<file path="src/rtl/macstat_pkg.sv">
// Shared constants and types for the MAC statistics counter bank.
// Assumes the word order below is fixed; the memory image depends on it.
package macstat_pkg;
    localparam int NUM_CNT = 11;
    localparam int IDX_W   = 4;

    // Word position of each counter in the dump (byte offset = 4 * index)
    typedef enum logic [IDX_W-1:0] {
        IX_TX_GOOD     = 4'd0,
        IX_TX_MAXCOL   = 4'd1,
        IX_TX_LATE     = 4'd2,
        IX_TX_UNDERRUN = 4'd3,
        IX_TX_NOCRS    = 4'd4,
        IX_TX_DEFER    = 4'd5,
        IX_TX_ONECOL   = 4'd6,
        IX_TX_MULTICOL = 4'd7,
        IX_TX_ALLCOL   = 4'd8,
        IX_RX_GOOD     = 4'd9,
        IX_RX_CRC      = 4'd10
    } cnt_idx_e;

    typedef enum logic {
        DS_IDLE = 1'b0,
        DS_SEND = 1'b1
    } dump_state_e;
endpackage

</file>
<file path="src/rtl/macstat_event_decode.sv">
// Turns per-frame completion strobes into an increment amount per counter.
// Assumes strobes are one cycle wide; the underrun strobe is independent of tx_done.
module macstat_event_decode
    import macstat_pkg::*;
#(
    parameter int COLL_W = 5
) (
    input  logic              tx_done,
    input  logic              tx_ok,
    input  logic              tx_maxcol,
    input  logic              tx_latecol,
    input  logic              tx_crs_lost,
    input  logic              tx_deferred,
    input  logic [COLL_W-1:0] tx_coll_cnt,
    input  logic              tx_underrun,
    input  logic              rx_done,
    input  logic              rx_ok,
    input  logic              rx_crc_err,
    input  logic              rx_align_err,
    input  logic              rx_short,
    output logic [NUM_CNT-1:0][COLL_W-1:0] inc_amt
);
    logic one_coll;
    logic many_coll;

    // Classify the collision count of a transmitted frame
    always_comb begin
        one_coll  = (tx_coll_cnt == COLL_W'(1));
        many_coll = (tx_coll_cnt >  COLL_W'(1));
    end

    // Per-counter increment, only on completion except for underrun events
    always_comb begin
        inc_amt = '0;
        if (tx_done) begin
            inc_amt[IX_TX_GOOD]     = COLL_W'(tx_ok);
            inc_amt[IX_TX_MAXCOL]   = COLL_W'(tx_maxcol);
            inc_amt[IX_TX_LATE]     = COLL_W'(tx_latecol);
            inc_amt[IX_TX_NOCRS]    = COLL_W'(tx_ok && tx_crs_lost);
            inc_amt[IX_TX_DEFER]    = COLL_W'(tx_deferred);
            inc_amt[IX_TX_ONECOL]   = COLL_W'(tx_ok && one_coll);
            inc_amt[IX_TX_MULTICOL] = COLL_W'(tx_ok && many_coll);
            inc_amt[IX_TX_ALLCOL]   = tx_coll_cnt;
        end
        inc_amt[IX_TX_UNDERRUN] = COLL_W'(tx_underrun);
        if (rx_done) begin
            inc_amt[IX_RX_GOOD] = COLL_W'(rx_ok);
            inc_amt[IX_RX_CRC]  = COLL_W'(rx_crc_err && !rx_align_err && !rx_short);
        end
    end
endmodule

</file>
<file path="src/rtl/macstat_counter.sv">
// One saturating event counter with a synchronous clear that keeps same-cycle events.
// Assumes INC_W < CNT_W + 1 so the increment fits the sum.
module macstat_counter #(
    parameter int CNT_W = 32,
    parameter int INC_W = 5
) (
    input  logic             clk,
    input  logic             rst_n,
    input  logic             clear,
    input  logic [INC_W-1:0] inc,
    output logic [CNT_W-1:0] count
);
    localparam int SUM_W = CNT_W + 1;

    logic [CNT_W-1:0] base;
    logic [SUM_W-1:0] sum;
    logic [CNT_W-1:0] next_val;

    // Start from zero on a clear, then add and clamp at all ones
    always_comb begin
        base     = clear ? '0 : count;
        sum      = {1'b0, base} + {{(SUM_W-INC_W){1'b0}}, inc};
        next_val = sum[CNT_W] ? {CNT_W{1'b1}} : sum[CNT_W-1:0];
    end

    // Counter register
    always_ff @(posedge clk) begin
        if (!rst_n) begin
            count <= '0;
        end else begin
            count <= next_val;
        end
    end
endmodule

</file>
<file path="src/rtl/macstat_dump_seq.sv">
// Captures all counters on command acceptance and streams them with valid/ready.
// Assumes the consumer may stall any word; the capture is held until the last word.
module macstat_dump_seq
    import macstat_pkg::*;
#(
    parameter int CNT_W = 32
) (
    input  logic                          clk,
    input  logic                          rst_n,
    input  logic [NUM_CNT-1:0][CNT_W-1:0] live_cnt,
    input  logic                          cmd_valid,
    input  logic                          cmd_clear,
    output logic                          cmd_ready,
    output logic                          clear_now,
    output logic                          wr_valid,
    input  logic                          wr_ready,
    output logic [IDX_W-1:0]              wr_index,
    output logic [CNT_W-1:0]              wr_data,
    output logic                          dump_done
);
    localparam logic [IDX_W-1:0] LAST_IX = IDX_W'(NUM_CNT - 1);

    dump_state_e                   state;
    logic [NUM_CNT-1:0][CNT_W-1:0] snap;
    logic [IDX_W-1:0]              idx;
    logic                          accept;
    logic                          word_taken;

    // Handshake decode
    always_comb begin
        cmd_ready  = (state == DS_IDLE);
        accept     = cmd_valid && cmd_ready;
        clear_now  = accept && cmd_clear;
        wr_valid   = (state == DS_SEND);
        word_taken = wr_valid && wr_ready;
        wr_index   = idx;
        wr_data    = snap[idx];
    end

    // Sequencer state, word index and end pulse
    always_ff @(posedge clk) begin
        if (!rst_n) begin
            state     <= DS_IDLE;
            idx       <= '0;
            dump_done <= 1'b0;
        end else begin
            dump_done <= 1'b0;
            if (accept) begin
                state <= DS_SEND;
                idx   <= '0;
            end else if (word_taken) begin
                if (idx == LAST_IX) begin
                    state     <= DS_IDLE;
                    dump_done <= 1'b1;
                end else begin
                    idx <= idx + 1'b1;
                end
            end
        end
    end

    // Capture of all counters in the accepting cycle
    always_ff @(posedge clk) begin
        if (!rst_n) begin
            snap <= '0;
        end else if (accept) begin
            snap <= live_cnt;
        end
    end
endmodule

</file>
<file path="src/rtl/macstat_bank.sv">
// Top of the MAC statistics counter bank: decode, eleven counters, dump sequencer.
// Assumes all inputs are synchronous to clk; reset is synchronous active low.
module macstat_bank
    import macstat_pkg::*;
#(
    parameter int CNT_W  = 32,
    parameter int COLL_W = 5
) (
    input  logic              clk,
    input  logic              rst_n,
    input  logic              tx_done,
    input  logic              tx_ok,
    input  logic              tx_maxcol,
    input  logic              tx_latecol,
    input  logic              tx_crs_lost,
    input  logic              tx_deferred,
    input  logic [COLL_W-1:0] tx_coll_cnt,
    input  logic              tx_underrun,
    input  logic              rx_done,
    input  logic              rx_ok,
    input  logic              rx_crc_err,
    input  logic              rx_align_err,
    input  logic              rx_short,
    input  logic              cmd_valid,
    input  logic              cmd_clear,
    output logic              cmd_ready,
    output logic              wr_valid,
    input  logic              wr_ready,
    output logic [3:0]        wr_index,
    output logic [CNT_W-1:0]  wr_data,
    output logic              dump_done
);
    logic [NUM_CNT-1:0][COLL_W-1:0] inc_amt;
    logic [NUM_CNT-1:0][CNT_W-1:0]  live_cnt;
    logic                           clear_now;

    macstat_event_decode #(.COLL_W(COLL_W)) u_decode (
        .tx_done      (tx_done),
        .tx_ok        (tx_ok),
        .tx_maxcol    (tx_maxcol),
        .tx_latecol   (tx_latecol),
        .tx_crs_lost  (tx_crs_lost),
        .tx_deferred  (tx_deferred),
        .tx_coll_cnt  (tx_coll_cnt),
        .tx_underrun  (tx_underrun),
        .rx_done      (rx_done),
        .rx_ok        (rx_ok),
        .rx_crc_err   (rx_crc_err),
        .rx_align_err (rx_align_err),
        .rx_short     (rx_short),
        .inc_amt      (inc_amt)
    );

    // One saturating counter per dump word
    for (genvar g = 0; g < NUM_CNT; g++) begin : g_cnt
        macstat_counter #(.CNT_W(CNT_W), .INC_W(COLL_W)) u_cnt (
            .clk   (clk),
            .rst_n (rst_n),
            .clear (clear_now),
            .inc   (inc_amt[g]),
            .count (live_cnt[g])
        );
    end

    macstat_dump_seq #(.CNT_W(CNT_W)) u_dump (
        .clk       (clk),
        .rst_n     (rst_n),
        .live_cnt  (live_cnt),
        .cmd_valid (cmd_valid),
        .cmd_clear (cmd_clear),
        .cmd_ready (cmd_ready),
        .clear_now (clear_now),
        .wr_valid  (wr_valid),
        .wr_ready  (wr_ready),
        .wr_index  (wr_index),
        .wr_data   (wr_data),
        .dump_done (dump_done)
    );
endmodule

</file>
<file path="config.mk">
export PLATFORM = sky130hd
export DESIGN_NAME = macstat_bank
export DESIGN_NICKNAME = d
export VERILOG_FILES = /design/src/rtl/macstat_pkg.sv /design/src/rtl/macstat_event_decode.sv /design/src/rtl/macstat_counter.sv /design/src/rtl/macstat_dump_seq.sv /design/src/rtl/macstat_bank.sv
export SDC_FILE = /design/constraint.sdc
export NUM_CORES = 2
export LEC_CHECK = 0
export ABC_AREA = 1
export ABC_CLOCK_PERIOD_IN_PS = 8250
export BUFFER_PORTS_ARGS = -buffer_cell sky130_fd_sc_hd__buf_2
export CORE_MARGIN = 1.5
export CORE_UTILIZATION = 37
export DETAILED_ROUTE_END_ITERATION = 10
export PLACE_DENSITY = 0.56
export SLEW_MARGIN = 40
export SYNTH_ARGS = -nofsm -noshare
export SYNTH_HDL_FRONTEND = slang
export SYNTH_SLANG_ARGS = --single-unit
</file>
<file path="constraint.sdc">
create_clock -name clk -period 8.25 [get_ports clk]
set_clock_uncertainty 0.1 [all_clocks]
set_input_delay 0.4125 -clock clk [delete_from_list [all_inputs] [get_ports clk]]
set_output_delay 0.4125 -clock clk [all_outputs]
set_load 0.02 [all_outputs]
</file>
==> results.txt <==
For this run, the number of Yosys warnings is 0. The worst register-to-register path ends at g_cnt[10].u_cnt.count[25]. Summed over all cells, the static leakage comes to 17.6 nW.

The clock period minus worst slack is 4740 ps. The number of violations reported at the end of detailed-routing iteration 0 is 3848. TritonCTS built the clock tree. The sequential area share after synthesis came out at 0.377. The critical path endpoint is wr_data[2]. The power density relative to cell area came out at 201 mW/mm². The net count of the mapped netlist is 5906. The count of maximum capacitance violations is 0. The final-report hold violation count was 0. After clock tree synthesis, the clock-pin slew on the worst setup and hold paths is 50 ps.

The post-route fraction of the period consumed by the critical path came out at 0.575. In the global route stage, overall resource usage came out at 0.250. The slack of the worst reg-to-reg path is 4060 ps. At the pin with the least slew margin, the transition time is 882 ps.

After clock tree synthesis, the flow added hold-fix buffers numbering 0. The cell depth of the worst setup path is 9. Among all stages on the critical path, the largest delay is contributed by buf_4. A synthesized cell averages 6.43 µm². The final route contains 37300 vias.

The critical path goes through inv_2, nand2_1, inv_4, buf_4, a22oi_1, o311ai_0, nand3_1, o21ai_0, buf_2. The highest fanout seen on the critical path is 53. The number of optimization iterations in the first detailed-route pass is 7. The critical path launch point type is a flop. The maximum number of pins on one net before global-route repair came out at 168. The overall routed net length is 132 mm. The proportion of layout cells with a drive suffix above 1 came out at 0.0603.

The cell accounting for the most synthesized area is dfxtp_1. The number of max-slew violations in the final report is 0. In this run the standard cell core region covers 0.101 mm². In this design, the stage delay of the slowest critical-path cell is 650 ps. The type of the tightest min-delay check is in2reg. From left edge to right edge, the die measures 322 µm.

The net count of the finished layout is 5760. The average wire length per cell after detail routing came out at 18.5 µm. The number of instances in the synthesized netlist came out at 5856.

The root cell of the clock tree is clkbuf_16. The final critical-path setup slack came out at 3510 ps. The vertical extent of the die is 322 µm. The clock passes through at most 3 buffers. The number of enable flip-flop cells after synthesis is 0. The layout filler cell count is 10600. The initial antenna violation count came out at 4. The total power draw came out at 0.00837 W. The start of the worst register-to-register path is u_dump.wr_valid. The most instantiated flip-flop cell in the synthesis netlist is dfxtp_1. The distinct cell type count after synthesis is 45.

The count of instances resized after the clock tree is built is 0. The count of input and output buffers came out at 60. The path type of the worst setup path is reg2out. Of the post-synthesis cell area, the dominant cell type holds 0.377. In this run the post-CTS setup repair buffer count came out at 0. The effective utilization at floorplan came out at 0.375. The clock latency reported for the late side of the worst-skew pair is 650 ps. The floorplan row count is 116. The pre-CTS setup slack is 4130 ps. Measured on the finished design, the core utilization comes to 0.414. The final setup TNS came out at 0 ps. The flow ran to the end, and the final reports show no timing, DRC or antenna violations. The half-perimeter wire length after placement is 92.8 mm. Counting cells, the worst reg-to-reg path comes to 15. The buffering stage count on the worst path with inverters included is 4. The fmax is 0.211 GHz.

The remaining number of nets flagged by the antenna check after routing is 0. The mapped netlist covers 0.0377 mm². The die covers 0.104 mm². The overall overflow remaining after global route is 0. The worst endpoint data arrival time is 4230 ps. For this design the top-level I/O count stands at 61. The TritonCTS buffer count is 85. nor2_1 is the most common cell in the netlist. After synthesis, the cell types taking the most area are dfxtp_1 (38%), nor2_1 (13%), nand2_1 (12%). The H-tree was split into 3 levels. The peak ir drop on the vdd network is 0.000129 V. The total of endpoints with negative setup slack in the final report is 0. The number of global-route vias before repair was 34200. The worst hold slack after final layout came out at 54.9 ps. The count of unresolved DRC violations after routing is 0.

Setup repair after global routing left no endpoint under its margin. The synthesis-to-finish area growth is 10.5%. The gate family responsible for the most delay along the worst path is buffers and inverters. The congestion estimate from routability-driven global placement came to 0.930. The mean number of vias per cell came out at 5.23.

After synthesis, the most frequently instantiated cells are nor2_1 (1277), nand2_1 (1167), dfxtp_1 (710). The sort of element at the end of the critical path is an output port. The share of flip-flops with an asynchronous set or reset is 0.

The synthesized flop and latch total came out at 710. Measured against its own limit, the worst slew margin works out to 0.405. Tracing the worst setup path back leads to its startpoint at u_dump.wr_index[0].

The number of clock sinks is 710. The required time at the worst-slack endpoint is 7740 ps. The first global-routing pass estimated 204 mm of wire.
[how the worst min path moves through the flow]
stage / slack, ps / cells after the start / startpoint / endpoint
finish: 50 / 4 / tx_underrun / g_cnt[3].u_cnt.count[0]
floorplan: 350 / 2 / g_cnt[3].u_cnt.count[5] / u_dump.snap[101]
global route: 70 / 4 / tx_underrun / g_cnt[3].u_cnt.count[0]
CTS: 20 / 4 / tx_underrun / g_cnt[3].u_cnt.count[0]
global placement: 370 / 2 / g_cnt[0].u_cnt.count[31] / u_dump.snap[31]
detailed placement: 370 / 2 / g_cnt[0].u_cnt.count[31] / u_dump.snap[31]
[through the flow]
step	area, µm²	std cells
6_report	41600	7134
5_1_grt	41600	7132
4_1_cts	41600	7131
3_5_place_dp	38600	6979
3_3_place_gp	38500	6976
2_1_floorplan	37700	5856
[cells by family (layout without fill, tap and decap cells)]
family / after synthesis / after routing / synth area share
multiplexers: 2 / 2 / 0.000531
buffers and inverters: 835 / 754 / 0.0898
AND/OR/NAND/NOR: 3279 / 3279 / 0.364
AO/OA/AOI/OAI: 860 / 860 / 0.126
XOR/XNOR: 142 / 142 / 0.0330
flip-flops: 710 / 710 / 0.377
adder cells (fa/ha/maj): 28 / 28 / 0.00950
other: 0 / 2 / 0
[tightest hold or removal path, cell delays in order]
cell,delay (ps)
buf_2,80
ha_1,110
inv_1,30
a21oi_1,110
[placed cells by master, fill, tap and decap left out, types with 6 or more instances in the layout]
cell and count:
a21oi_1 243, a221oi_1 12, a22oi_1 39, a2bb2oi_1 31, a31oi_1 12, and2_1 11
buf_2 59, buf_4 16, bufinv_16 13, clkbuf_1 23, clkbuf_16 87, clkbuf_8 21
dfxtp_1 708, ha_1 27, inv_1 502, inv_2 7, nand2_1 1161, nand2_2 11
nand3_1 632, nand3b_1 21, nand4_1 42, nor2_1 1276, nor2_2 29, nor3_1 14
o21ai_0 466, o21bai_1 6, o311ai_0 39, or2_2 57, xnor2_1 67, xor2_1 75
[routing by layer]
metal,wire length (µm),track usage,up-vias
met5,0,0,-
met3,9220,0.0382,196
met2,56700,0.381,1154
met1,62200,0.359,17400
met4,4080,0.0829,0
li1,-,-,18500
[final cells by class]
type,instances,area (µm²),share of cell area
Clock buffer,131,2550,0.0613
Timing Repair Buffer,89,669,0.0161
Clock inverter,21,443,0.0106
Sequential cell,710,14200,0.342
Multi-Input combinational cell,4311,20100,0.483
Tap cell,1357,1700,0.0408
Inverter,513,1940,0.0467
Antenna cell,2,5.00,0.000120
[registers in the layout (all words and copies together) (netlist names)]
register	cells
g_cnt.u_cnt.count	352
u_dump.dump_done	1
u_dump.snap	352
u_dump.wr_index	4
u_dump.wr_valid	1
[power breakdown]
part	switching [W]	leakage, nW	internal (W)
Clock	0.00156	1.46	0.00253
Combinational	0.000487	10.4	0.000166
Sequential	0.0000885	5.79	0.00355
Total	0.00213	17.6	0.00624
(Power assumes the default switching activity.)
